## config.mk

```make
export PLATFORM = sky130hd
export DESIGN_NAME = tws_serial_regs
export DESIGN_NICKNAME = d
export VERILOG_FILES = /design/src/rtl/tws_pkg.sv /design/src/rtl/tws_sync.sv /design/src/rtl/tws_frame.sv /design/src/rtl/tws_regs.sv /design/src/rtl/tws_readout.sv /design/src/rtl/tws_serial_regs.sv
export SDC_FILE = /design/constraint.sdc
export NUM_CORES = 1
export LEC_CHECK = 0
export ABC_AREA = 1
export BUFFER_PORTS_ARGS = -buffer_cell sky130_fd_sc_hd__buf_2
export CAP_MARGIN = 20
export CELL_PAD_IN_SITES_DETAIL_PLACEMENT = 0
export CELL_PAD_IN_SITES_GLOBAL_PLACEMENT = 1
export CORE_MARGIN = 3
export CORE_UTILIZATION = 45
export CTS_CLUSTER_DIAMETER = 80
export CTS_CLUSTER_SIZE = 20
export DETAILED_ROUTE_END_ITERATION = 10
export HOLD_SLACK_MARGIN = 0.1
export PLACE_DENSITY = 0.94
export SLEW_MARGIN = 25
export SYNTH_ARGS = -nofsm -noshare
export SYNTH_HDL_FRONTEND = slang
export SYNTH_SLANG_ARGS = --single-unit
```

## constraint.sdc

```tcl
create_clock -name clk -period 3.2 [get_ports clk]
set_input_delay 0.64 -clock clk [delete_from_list [all_inputs] [get_ports clk]]
set_output_delay 0.64 -clock clk [all_outputs]
set_load 0.02 [all_outputs]
```

## src/rtl/tws_pkg.sv

```systemverilog
// Package: shared sizes, address map and reset defaults of the
// three-wire register port. Assumes a 1+5+10 bit frame layout.
package tws_pkg;
    localparam int AW        = 5;
    localparam int DW        = 10;
    localparam int FW        = 1 + AW + DW;
    localparam int NREG      = 11;
    localparam int GAIN_MAX  = 720;

    localparam int ADDR_CTRL  = 0;
    localparam int ADDR_GAIN  = 1;
    localparam int ADDR_DACA  = 2;
    localparam int ADDR_DACB  = 3;
    localparam int ADDR_BLACK = 6;
    localparam int ADDR_BLANK = 7;
    localparam int ADDR_POL   = 8;
    localparam int ADDR_TIMA  = 9;
    localparam int ADDR_TIMB  = 10;

    // Reset value of register idx
    function automatic logic [DW-1:0] reg_default(input int idx);
        logic [DW-1:0] v;
        v = '0;
        if (idx == ADDR_CTRL)  v = DW'(10'h380);
        if (idx == ADDR_BLACK) v = DW'(64);
        if (idx == ADDR_TIMA)  v = DW'(10'h010);
        return v;
    endfunction

    // True when idx names a mapped register
    function automatic logic reg_present(input int idx);
        return (idx >= 0) && (idx < NREG) && (idx != 4) && (idx != 5);
    endfunction
endpackage

```

## src/rtl/tws_sync.sv

```systemverilog
// Module: resynchronises the serial lines into clk and turns serial
// clock transitions into one-cycle input and output edge strobes.
// Assumes the serial clock half period spans at least four clk cycles.
module tws_sync (
    input  logic clk,
    input  logic rst_n,
    input  logic ser_clk,
    input  logic ser_din,
    input  logic ser_load_n,
    input  logic ser_edge_sel,
    output logic samp_ev,
    output logic launch_ev,
    output logic load_act,
    output logic load_fall,
    output logic din_s
);
    logic sclk_m, sclk_s, sclk_d;
    logic din_m;
    logic ld_m, ld_s, ld_d;
    logic sel_m, sel_s;
    logic rise, fall;

    // two-flop synchronisers plus one delay stage for edge detection
    always_ff @(posedge clk) begin
        if (!rst_n) begin
            sclk_m <= 1'b0; sclk_s <= 1'b0; sclk_d <= 1'b0;
            din_m  <= 1'b0; din_s  <= 1'b0;
            ld_m   <= 1'b1; ld_s   <= 1'b1; ld_d   <= 1'b1;
            sel_m  <= 1'b1; sel_s  <= 1'b1;
        end else begin
            sclk_m <= ser_clk;    sclk_s <= sclk_m; sclk_d <= sclk_s;
            din_m  <= ser_din;    din_s  <= din_m;
            ld_m   <= ser_load_n; ld_s   <= ld_m;   ld_d   <= ld_s;
            sel_m  <= ser_edge_sel; sel_s <= sel_m;
        end
    end

    // edge strobes, gated by an active transfer window
    always_comb begin
        rise      = sclk_s & ~sclk_d;
        fall      = ~sclk_s & sclk_d;
        load_act  = ~ld_s;
        load_fall = ~ld_s & ld_d;
        samp_ev   = load_act & (sel_s ? rise : fall);
        launch_ev = load_act & (sel_s ? fall : rise);
    end
endmodule

```

## src/rtl/tws_frame.sv

```systemverilog
// Module: shifts input bits MSB first and emits each full frame as a
// one-cycle strobe. Assumes strobes from tws_sync; load release clears.
module tws_frame #(
    parameter int FW = tws_pkg::FW
) (
    input  logic          clk,
    input  logic          rst_n,
    input  logic          samp_ev,
    input  logic          load_act,
    input  logic          din_s,
    output logic          frm_valid,
    output logic [FW-1:0] frm_word
);
    localparam int CW = $clog2(FW);
    logic [CW-1:0] cnt;
    logic [FW-1:0] sr;

    // bit counter and shift register; partial frames drop on load release
    always_ff @(posedge clk) begin
        if (!rst_n) begin
            cnt       <= '0;
            sr        <= '0;
            frm_valid <= 1'b0;
            frm_word  <= '0;
        end else begin
            frm_valid <= 1'b0;
            if (!load_act) begin
                cnt <= '0;
            end else if (samp_ev) begin
                sr <= {sr[FW-2:0], din_s};
                if (cnt == CW'(FW-1)) begin
                    cnt       <= '0;
                    frm_valid <= 1'b1;
                    frm_word  <= {sr[FW-2:0], din_s};
                end else begin
                    cnt <= cnt + 1'b1;
                end
            end
        end
    end
endmodule

```

## src/rtl/tws_regs.sv

```systemverilog
// Module: register bank with per-address reset defaults, soft reset
// through control bit 0, and a combinational read mux. Unmapped
// addresses hold no storage and read zero.
module tws_regs #(
    parameter int AW   = tws_pkg::AW,
    parameter int DW   = tws_pkg::DW,
    parameter int NREG = tws_pkg::NREG
) (
    input  logic             clk,
    input  logic             rst_n,
    input  logic             wr_en,
    input  logic [AW-1:0]    wr_addr,
    input  logic [DW-1:0]    wr_data,
    input  logic [AW-1:0]    rd_addr,
    output logic [DW-1:0]    rd_data,
    output logic [NREG*DW-1:0] reg_flat
);
    logic soft_rst;

    // soft reset: a write to the control address with bit 0 set
    always_comb soft_rst = wr_en && (wr_addr == AW'(tws_pkg::ADDR_CTRL)) && wr_data[0];

    for (genvar i = 0; i < NREG; i++) begin : g_reg
        if (tws_pkg::reg_present(i)) begin : g_store
            localparam logic [DW-1:0] DEF = tws_pkg::reg_default(i);
            localparam bit IS_CTRL = (i == tws_pkg::ADDR_CTRL);
            logic [DW-1:0] q;
            // one register: default on either reset, else take writes
            always_ff @(posedge clk) begin
                if (!rst_n || soft_rst) begin
                    q <= DEF;
                end else if (wr_en && wr_addr == AW'(i)) begin
                    if (IS_CTRL) q <= {wr_data[DW-1:1], 1'b0};
                    else         q <= wr_data;
                end
            end
            assign reg_flat[i*DW +: DW] = q;
        end else begin : g_hole
            assign reg_flat[i*DW +: DW] = '0;
        end
    end

    // read mux; addresses beyond the bank give zero
    always_comb begin
        rd_data = '0;
        for (int k = 0; k < NREG; k++) begin
            if (rd_addr == AW'(k)) rd_data = reg_flat[k*DW +: DW];
        end
    end
endmodule

```

## src/rtl/tws_readout.sv

```systemverilog
// Module: holds a captured read word and shifts it out MSB first on
// output edges. The word starts at the output edge that follows the
// first input edge after the request, or at the next load fall if
// load was released first.
module tws_readout #(
    parameter int FW = tws_pkg::FW,
    parameter int DW = tws_pkg::DW
) (
    input  logic          clk,
    input  logic          rst_n,
    input  logic          rd_req,
    input  logic [DW-1:0] rd_data,
    input  logic          samp_ev,
    input  logic          launch_ev,
    input  logic          load_act,
    input  logic          load_fall,
    output logic          ser_dout
);
    localparam int CW = $clog2(FW);
    typedef enum logic [2:0] {S_IDLE, S_ARM, S_LAUNCH, S_DEFER, S_SHIFT} st_t;
    st_t           st;
    logic [FW-1:0] word;
    logic [CW-1:0] cnt;

    // readout sequencer
    always_ff @(posedge clk) begin
        if (!rst_n) begin
            st       <= S_IDLE;
            word     <= '0;
            cnt      <= '0;
            ser_dout <= 1'b0;
        end else if (rd_req) begin
            word     <= {{(FW-DW){1'b0}}, rd_data};
            st       <= S_ARM;
            ser_dout <= 1'b0;
        end else begin
            case (st)
                S_ARM: begin
                    if (!load_act)    st <= S_DEFER;
                    else if (samp_ev) st <= S_LAUNCH;
                end
                S_LAUNCH: begin
                    if (!load_act) begin
                        st <= S_DEFER;
                    end else if (launch_ev) begin
                        ser_dout <= word[FW-1];
                        word     <= word << 1;
                        cnt      <= '0;
                        st       <= S_SHIFT;
                    end
                end
                S_DEFER: begin
                    if (load_fall) begin
                        ser_dout <= word[FW-1];
                        word     <= word << 1;
                        cnt      <= '0;
                        st       <= S_SHIFT;
                    end
                end
                S_SHIFT: begin
                    if (!load_act) begin
                        st       <= S_IDLE;
                        ser_dout <= 1'b0;
                    end else if (launch_ev) begin
                        if (cnt == CW'(FW-1)) begin
                            st       <= S_IDLE;
                            ser_dout <= 1'b0;
                        end else begin
                            ser_dout <= word[FW-1];
                            word     <= word << 1;
                            cnt      <= cnt + 1'b1;
                        end
                    end
                end
                default: st <= S_IDLE;
            endcase
        end
    end
endmodule

```

## src/rtl/tws_serial_regs.sv

```systemverilog
// Module: top of the three-wire register port. It joins the
// synchroniser, frame decoder, register bank and readout shifter, and
// presents each register with the gain code clamped to its limit.
module tws_serial_regs #(
    parameter int AW       = tws_pkg::AW,
    parameter int DW       = tws_pkg::DW,
    parameter int NREG     = tws_pkg::NREG,
    parameter int GAIN_MAX = tws_pkg::GAIN_MAX
) (
    input  logic          clk,
    input  logic          rst_n,
    input  logic          ser_clk,
    input  logic          ser_din,
    input  logic          ser_load_n,
    input  logic          ser_edge_sel,
    output logic          ser_dout,
    output logic [DW-1:0] ctrl_bits,
    output logic [DW-1:0] gain_code,
    output logic [DW-1:0] dac_a_code,
    output logic [DW-1:0] dac_b_code,
    output logic [DW-1:0] black_ref,
    output logic [DW-1:0] blank_val,
    output logic [DW-1:0] polarity_bits,
    output logic [DW-1:0] timing_a,
    output logic [DW-1:0] timing_b
);
    localparam int FW = 1 + AW + DW;
    localparam logic [DW-1:0] GMAX = DW'(GAIN_MAX);

    logic samp_ev, launch_ev, load_act, load_fall, din_s;
    logic frm_valid;
    logic [FW-1:0] frm_word;
    logic frm_read;
    logic [AW-1:0] frm_addr;
    logic [DW-1:0] frm_data;
    logic [DW-1:0] rd_data;
    logic [NREG*DW-1:0] reg_flat;
    logic [DW-1:0] gain_raw;

    tws_sync u_sync (
        .clk(clk), .rst_n(rst_n), .ser_clk(ser_clk), .ser_din(ser_din),
        .ser_load_n(ser_load_n), .ser_edge_sel(ser_edge_sel),
        .samp_ev(samp_ev), .launch_ev(launch_ev), .load_act(load_act),
        .load_fall(load_fall), .din_s(din_s)
    );

    tws_frame #(.FW(FW)) u_frame (
        .clk(clk), .rst_n(rst_n), .samp_ev(samp_ev), .load_act(load_act),
        .din_s(din_s), .frm_valid(frm_valid), .frm_word(frm_word)
    );

    // split the frame into direction, address and data fields
    always_comb begin
        frm_read = frm_word[FW-1];
        frm_addr = frm_word[FW-2 -: AW];
        frm_data = frm_word[DW-1:0];
    end

    tws_regs #(.AW(AW), .DW(DW), .NREG(NREG)) u_regs (
        .clk(clk), .rst_n(rst_n), .wr_en(frm_valid && !frm_read),
        .wr_addr(frm_addr), .wr_data(frm_data), .rd_addr(frm_addr),
        .rd_data(rd_data), .reg_flat(reg_flat)
    );

    tws_readout #(.FW(FW), .DW(DW)) u_readout (
        .clk(clk), .rst_n(rst_n), .rd_req(frm_valid && frm_read),
        .rd_data(rd_data), .samp_ev(samp_ev), .launch_ev(launch_ev),
        .load_act(load_act), .load_fall(load_fall), .ser_dout(ser_dout)
    );

    // fan the bank out to named outputs; gain is limited here only
    always_comb begin
        ctrl_bits     = reg_flat[tws_pkg::ADDR_CTRL*DW  +: DW];
        gain_raw      = reg_flat[tws_pkg::ADDR_GAIN*DW  +: DW];
        dac_a_code    = reg_flat[tws_pkg::ADDR_DACA*DW  +: DW];
        dac_b_code    = reg_flat[tws_pkg::ADDR_DACB*DW  +: DW];
        black_ref     = reg_flat[tws_pkg::ADDR_BLACK*DW +: DW];
        blank_val     = reg_flat[tws_pkg::ADDR_BLANK*DW +: DW];
        polarity_bits = reg_flat[tws_pkg::ADDR_POL*DW   +: DW];
        timing_a      = reg_flat[tws_pkg::ADDR_TIMA*DW  +: DW];
        timing_b      = reg_flat[tws_pkg::ADDR_TIMB*DW  +: DW];
        gain_code     = (gain_raw > GMAX) ? GMAX : gain_raw;
    end
endmodule

```

* After elaboration in Yosys (flattened, before gate mapping)
Cells that the tools add are included.
Storage, ports and cells: flip-flop bits (word level) 159, input port bits 6, output and inout bits 91, logic and storage cells 156
Cells by class: $add $sub $neg 2, $lt $le $gt $ge 1, equality and inequality tests 36, muxes and demuxes 48, bitwise logic cells 11, reductions and logical operators 29
Operator list (count):
- $mux 10 | 13
- $mux 16 | 6
- $pmux 16 s3 | 1
- $mux 4 | 7
- $mux 3 | 8
- $ne 3x2->1 const B | 7
- $eq 5x3->1 const B | 4
- $eq 5x4->1 const B | 3
- $reduce_and 5->1 | 3
- $reduce_and 7->1 | 2
- $logic_and 1x1->1 | 12
- $ne 2x2->1 const B | 6
- $ne 4x3->1 const B | 3
- $pmux 3 s4 | 1
- $pmux 4 s3 | 1
- $eq 5x2->1 const B | 2
- $gt 10x10->1 const B | 1
- $mux 1 | 10
- $ne 3x3->1 const B | 3
- $add 4x1->4 const B | 2
- $eq 4x4->1 const B | 2
- $reduce_and 8->1 | 1
- $eq 3x2->1 const B | 2
- $not 1->1 | 6
- other kinds (15) | 21

* Logic depth before layout (Yosys ltp)
Gate-level depths: netlist of the first run.
depth after elaboration 13, gate-level depth with buffers 12, depth with buffers taken out 12

* Cells and area by module
From an unflattened synthesis of the first run, not the netlist that was laid out.
Unflattened totals: cells, all modules 1089, area, all modules 7636.1 um^2
By module, submodules not included:
- tws_regs | times used 1, cells an instance 621, area an instance 4291.6 um^2
- tws_readout | times used 1, cells an instance 223, area an instance 1428.9 um^2
- tws_frame | times used 1, cells an instance 168, area an instance 1407.6 um^2
- tws_sync | times used 1, cells an instance 46, area an instance 345.3 um^2
- tws_serial_regs | times used 1, cells an instance 31, area an instance 162.7 um^2

* Worst setup path before layout of the first run
No wires, ideal clock.
path type register -> output, from reg u_regs.g_reg[1].g_store.q[0], to out gain_code[6], arrival time 1163 ps, required time 2560 ps, setup slack 1397 ps, stages on the path, launching flop included 6, buffers on the path 0, cells stage by stage dfxtp_1 nor4_1 nand4_1 nand2_1 inv_1 or2_2
Between the ends: longest elaborated chain between the ends 2
Ends and longest elaborated chain:
- from (decl) | RTL line tws_regs.sv:27 | logic [DW-1:0] q;
- from (signal assigned) | RTL line tws_regs.sv:33 | if (IS_CTRL) q <= {wr_data[DW-1:1], 1'b0};
- from (signal assigned) | RTL line tws_regs.sv:34 | else q <= wr_data;
- $gt 10x10->1 | RTL line tws_serial_regs.sv:82 | gain_code = (gain_raw > GMAX) ? GMAX : gain_raw;
- $mux 10 | RTL line tws_serial_regs.sv:82
- to (decl) | RTL line tws_serial_regs.sv:18 | output logic [DW-1:0] gain_code,
No other way between the ends.

* Final worst setup path of the first run
from reg u_regs.g_reg[1].g_store.q[9], to out gain_code[7]
Same word-level chain as after synthesis.

==> results of run 1 <==
-- critical path: cells and delay by family (launching register included) --
kind,cells,cell delay [ns]
flops,1,0.45
buf+inv,3,0.39
simple gates,3,0.38
compound gates,2,0.16
-- registers in the layout (all words and copies together) (netlist names), 3 cells and up --
register,count
u_frame.cnt,4
u_frame.frm_word,16
u_frame.sr,15
u_readout.cnt,4
u_readout.st,3
u_readout.word,16
u_regs.g.g_store.q,89
-- metrics by stage --
step,util (%),hold slack [ns],power (mW)
2_1_floorplan,-,0.390,2.30
3_3_place_gp,45.7,0.393,2.35
4_1_cts,49.3,0.380,4.42
3_5_place_dp,45.7,0.400,2.35
6_report,49.3,0.393,4.39
5_1_grt,49.3,0.390,4.54
-- area by class of cell --
class                   instances  area (um2)
flip-flops and latches        159        3180
clock inverters                13         163
inverters                      85         322
well taps                     220         275
fillers                      1690        8440
repair buffers                108         586
clock buffers                  18         439
multi-input cells             689        3240
-- worst min path at each step --
stage	start	to	slack (ns)
3_5_place_dp	u_sync.ld_m	u_sync.ld_s	0.40
5_1_grt	ser_load_n	u_sync.ld_m	0.39
4_1_cts	ser_load_n	u_sync.ld_m	0.38
6_report	ser_load_n	u_sync.ld_m	0.39
3_3_place_gp	u_sync.sclk_m	u_sync.sclk_s	0.39
2_1_floorplan	u_sync.din_m	u_sync.din_s	0.39
-- cells in the mapped netlist, types with 4 or more instances --
library cell | n | area, um2
inv_2 | 11 | 41.3
a21oi_1 | 129 | 646
or2_0 | 10 | 62.6
buf_4 | 93 | 698
buf_2 | 25 | 125
nor3b_1 | 4 | 30.0
inv_1 | 70 | 263
nor2_1 | 61 | 229
or2_2 | 6 | 37.5
nand2_1 | 256 | 961
o21ai_1 | 10 | 50.1
clkbuf_1 | 30 | 113
o21ai_0 | 68 | 340
o211ai_1 | 5 | 37.5
dfxtp_1 | 159 | 3180
nand4_1 | 38 | 238
nor3_1 | 8 | 40.0
nand3_1 | 68 | 340
-- power by group through the flow --
stage	clock network, mW	logic [mW]	registers (mW)
2_1_floorplan	0	0.186	2.11
3_3_place_gp	0	0.230	2.12
3_5_place_dp	0	0.232	2.12
4_1_cts	2.11	0.233	2.08
5_1_grt	2.19	0.268	2.08
6_report	2.08	0.233	2.08
-- cell families after synthesis --
kind of cell / count (synthesis) / synth area share (%)
AO/OA/AOI/OAI: 219 / 14.7
XOR/XNOR: 2 / 0.228
adder cells (fa/ha/maj): 2 / 0.326
buffers and inverters: 235 / 16.5
flip-flops: 159 / 41.5
other: 1 / 0.0488
AND/OR/NAND/NOR: 465 / 26.7
-- cells in the final DEF (no fill, tap or decap), types with 2 or more instances in the layout --
master	count
a21oi_1	129
bufinv_16	3
inv_6	2
inv_1	70
nor3_2	3
clkinv_2	3
or2_0	10
nor3_1	8
clkinvlp_4	3
clkinv_1	3
nor3b_1	4
o21ai_1	10
inv_2	11
o21ai_2	2
nand2_4	2
o211ai_1	5
nand2_2	3
clkinv_4	2
a211oi_1	2
dfxtp_1	159
nor2_1	61
buf_4	12
nand2_1	256
nand3_1	68
clkbuf_16	17
buf_2	95
nor2_2	3
ha_1	2
o21ai_0	68
nand4_1	38
or2_2	6
xor2_1	2
-- layer usage --
metal  vias to the layer above  track usage (%)  share of wire, %
li1                       3409                -                 -
met1                      3198             29.8                45
met2                       227             35.1                46
met3                        44             5.22               6.2
met4                         0             8.79               2.6
met5                         -                0                 0
==> results.toml, run 1 <==
[status]
status = "completed"

[critical_path]
r2r_cells = 6
path_cells = "inv_1, nor3_1, o21ai_0, o21ai_0, nand2_1, inv_1, or2_2, buf_2"
reg2reg_to = "u_regs.g_reg[6].g_store.q[2]"
arrival_ns = 1.82
critPathLaunch = "u_regs.g_reg[1].g_store.q[9]"
crit_path_top_delay_cell = "dfxtp_1"
slowest_delay_ns = 0.45
reg2reg_slack_ns = 0.89
crit_fanout = 8
crit_path_end = "gain_code[7]"
end_kind = "output port"
r2r_start = "u_frame.frm_word[14]"
start_kind = "flip-flop"
required_ns = 2.56
criticalPathCategory = "reg2out"

[clocking]
clock_latency_ns = 0.43
clkSinkCount = 159
cts.clk_slew.worst_paths_ns = 0.06
hold_buffers = 0
cts_setup_buffers = 0
clockBufferDepth = 2
root_buffer = "clkbuf_16"
cts_tree = "yes"
cts_resized = 0
numCtsBuffers = 17
htreeDepth = 4

[flow_run]
cap_violations = 0

[cells_and_area]
nets = 1068
drive_gt1_share_pct = 16.1
final_area_um2 = 8200
num_antenna_cells = 0
area_growth_pct = 6.86
fin_cells = 1292

[power]
power_frac_seq_pct = 47.3
power.switching_mw = 1.03
p_comb_share_pct = 5.3
clock_power_share_pct = 47.4
cellInternalPower_mw = 3.36
powerDensity_nw_per_um2 = 536
irDropWorstVdd_uv = 402
switching_share_pct = 23.5
p_leak_nw = 3.46

[timing]
tightest_slew_ns = 0.849
finClkSkew_ns = 0.0118
hold_viol = 0
setup_viol = 0
min_period_over_period_pct = 76.9
fin_crit_ns = 2.46
rsz0062_at_grt = "no"
fin_setup_tns_ns = 0
slew_viol_final = 0
relSlewSlack_pct = 43.2
clock.fmax_mhz = 406
finalWorstSetupSlack_ns = 0.740

[floorplanning]
start_util_pct = 46.1
die_height_um = 137
die_w_um = 137
coreArea_um2 = 16600
io-pin-count = 97
rows = 47
die_area_um2 = 18700

[yosys]
synth.yosys.warnings = 0
synthArstFlopShare_pct = 0
synth_seq_area_share_pct = 41.5
syn_inst = 1083
syn_nets = 1091
synth_area_per_cell_um2 = 7.09
ys_types = 35
synth_enable_flop_cells = 0
ys_ff_latch = 159
synth_area_um2 = 7680
synth_flop_cell = "dfxtp_1"

[global_routing]
grt_max_degree = 74
grt_pass1_vias = 6123
grt_usage_pct = 22.4
gr-total-overflow = 0
grt_pass1_wl_um = 32600
antenna_found_initial = 0

[drt]
drc = 0
dr.pass1.iters = 5
wl_per_cell_um = 16.2
via_per_inst = 5.32
routed-via-count = 6878
wirelength_um = 20900
antenna_left = 0
drt_iter0_markers = 792

[worst_hold_path]
hold_path.class = "in2reg"
min_path_cells = 2

[placed_design]
placed_cells = 1261
gp_congestion = 0.899
numPortBuffers = 95
placed_area_um2 = 7600
post-place-ws_ns = 0.951
dpl.hpwl_um = 14300
Note: power is estimated with default switching activity, not from simulation.
==> run 2, diff against run 1 <==
--- a/config.mk
+++ b/config.mk
@@ -11,12 +11,12 @@
 export CELL_PAD_IN_SITES_DETAIL_PLACEMENT = 0
 export CELL_PAD_IN_SITES_GLOBAL_PLACEMENT = 1
 export CORE_MARGIN = 3
-export CORE_UTILIZATION = 45
+export CORE_UTILIZATION = 38
 export CTS_CLUSTER_DIAMETER = 80
 export CTS_CLUSTER_SIZE = 20
 export DETAILED_ROUTE_END_ITERATION = 10
 export HOLD_SLACK_MARGIN = 0.1
-export PLACE_DENSITY = 0.94
+export PLACE_DENSITY = 0.85
 export SLEW_MARGIN = 25
 export SYNTH_ARGS = -nofsm -noshare
 export SYNTH_HDL_FRONTEND = slang
==> constraint.sdc (replaced) <==
create_clock -name clk -period 2.15 [get_ports clk]
set_input_delay 0.43 -clock clk [delete_from_list [all_inputs] [get_ports clk]]
set_output_delay 0.43 -clock clk [all_outputs]
set_load 0.02 [all_outputs]
==> run 2 against run 1 <==
  * Hold slack worse by 0.22 ns
  * Largest power group unchanged
  * First-iteration DRC count down 26%
  * Clock-buffer cell count increased by 2
  * Sequential cell count is the same
  * Sequential share of layout area shrank 0.91 points
  * Largest cell class unchanged
==> results.toml, run 2 (synthesis results as in run 1) <==
[drt]
wirelength_um = 21400
antenna_left = 0
drc = 0
via_per_inst = 5.04
routed-via-count = 6819
wl_per_cell_um = 15.8
drt_iter0_markers = 584
dr.pass1.iters = 5

[timing]
slew_viol_final = 0
tightest_slew_ns = 0.799
hold_viol = 0
whs_ns = 0.178
rsz0062_at_grt = "yes"
setup_viol = 0
relSlewSlack_pct = 46.6
min_period_over_period_pct = 98.7
fin_crit_ns = 2.12
clock.fmax_mhz = 471
finClkSkew_ns = 0.00941
fin_setup_tns_ns = 0

[critical_path]
arrival_ns = 1.69
slowest_delay_ns = 0.36
criticalPathCategory = "reg2out"
start_kind = "flip-flop"
path_cells = "nor4_4, nand4_1, nand2_1, inv_2, or2_4, buf_6"
critPathBufInv = 2
crit_path_top_delay_cell = "dfxtp_4"
crit_fanout = 8
required_ns = 1.72
end_kind = "output port"
cp_top_family = "simple AND/OR/NAND/NOR gates"

[power]
power.switching_mw = 1.51
irDropWorstVdd_uv = 558
p_leak_nw = 3.54
powerDensity_nw_per_um2 = 771
cellInternalPower_mw = 5.00
power_frac_seq_pct = 47.4
p_comb_share_pct = 5.5
clock_power_share_pct = 47.1
switching_share_pct = 23.1
p_total_mw = 6.50

[clocking]
cts_tree = "yes"
clockBufferDepth = 2
hold_buffers = 0
clock_latency_ns = 0.43
root_buffer = "clkbuf_16"
numCtsBuffers = 17
cts.clk_slew.worst_paths_ns = 0.06
htreeDepth = 4
clkSinkCount = 159

[global_routing]
antenna_found_initial = 0
grt_max_degree = 59
grt_pass1_vias = 6051
grt_usage_pct = 19.4
gr-total-overflow = 0
grt_pass1_wl_um = 33700

[floorplanning]
coreArea_um2 = 19700
die_area_um2 = 21900
rows = 51
start_util_pct = 39.1
die_height_um = 148
io-pin-count = 97
die_w_um = 148

[cells_and_area]
largest_reg_flops = 89
nets = 1083
mostFrequentLayoutCells = "256 x nand2_1, 152 x dfxtp_1, 129 x a21oi_1"
fill_cells = 2058
drive_gt1_share_pct = 18.0
final_core_util_pct = 42.9
reg_top3 = "u_regs.g.g_store.q x89, u_frame.frm_word x16, u_readout.word x16"
top_register = "u_regs.g.g_store.q"
fin_cells = 1352
num_antenna_cells = 0
final_common_cell = "nand2_1"
area_growth_pct = 9.91

[status]
status = "completed"

[worst_hold_path]
hold_path.class = "in2reg"

[placed_design]
gp_congestion = 0.840
numPortBuffers = 95
dpl.hpwl_um = 14300
placed_cells = 1320

[flow_run]
cap_violations = 0
-- run 2: layout make-up --
class	count	area, um2	share of cell area (%)
clock inverters	11	141	1.68
well taps	265	332	3.93
clock buffers	20	447	5.29
repair buffers	123	738	8.75
multi-input cells	689	3260	38.7
flip-flops and latches	159	3200	37.9
inverters	85	322	3.81
-- run 2: metal layers --
layer | track usage [%] | share of wire [%] | vias up
li1 | - | - | 3448
met1 | 26.9 | 46 | 3140
met4 | 6.19 | 1.5 | 0
met2 | 30.6 | 47 | 208
met3 | 3.75 | 5.7 | 23
met5 | 0 | 0 | -
-- run 2: final timing paths --
kind | start | endpoint | slack (ns) | depth (start not counted)
min reg2reg | u_sync.sclk_m | u_sync.sclk_s | 0.41 | 2
min | ser_clk | u_sync.sclk_m | 0.18 | 3
max | u_regs.g_reg[1].g_store.q[0] | gain_code[7] | 0.03 | 6
max reg2reg | u_frame.frm_word[14] | u_readout.word[0] | 0.25 | 10
-- run 2: per-stage QoR --
step | setup WS [ns] | area (um2)
after floorplan | 0.557 | 7680
after global placement | 0.333 | 7790
after detailed placement | 0.306 | 7790
after CTS | -0.0400 | 8420
after global routing | -0.0807 | 8440
final | 0.0272 | 8440
-- run 2: power groups by stage --
stage / combinational, mW / sequential [mW] / clock (mW)
6_report: 0.356 / 3.09 / 3.06
5_1_grt: 0.410 / 3.10 / 3.23
4_1_cts: 0.358 / 3.09 / 3.11
3_5_place_dp: 0.356 / 3.15 / 0
3_3_place_gp: 0.350 / 3.15 / 0
2_1_floorplan: 0.277 / 3.15 / 0
-- run 2: repair_timing --
item                       4_1_cts  5_1_grt
resized for setup               12        8
setup buffers                    1        0
pin swaps                        3        3
setup endpoints to repair        4        8
-- run 2: worst register-to-register path: cells and delay by family, from the launching register on --
kind            cells  cell delay (ns)
flops               1             0.43
simple gates        7             1.00
buf+inv             2             0.30
compound gates      1             0.06
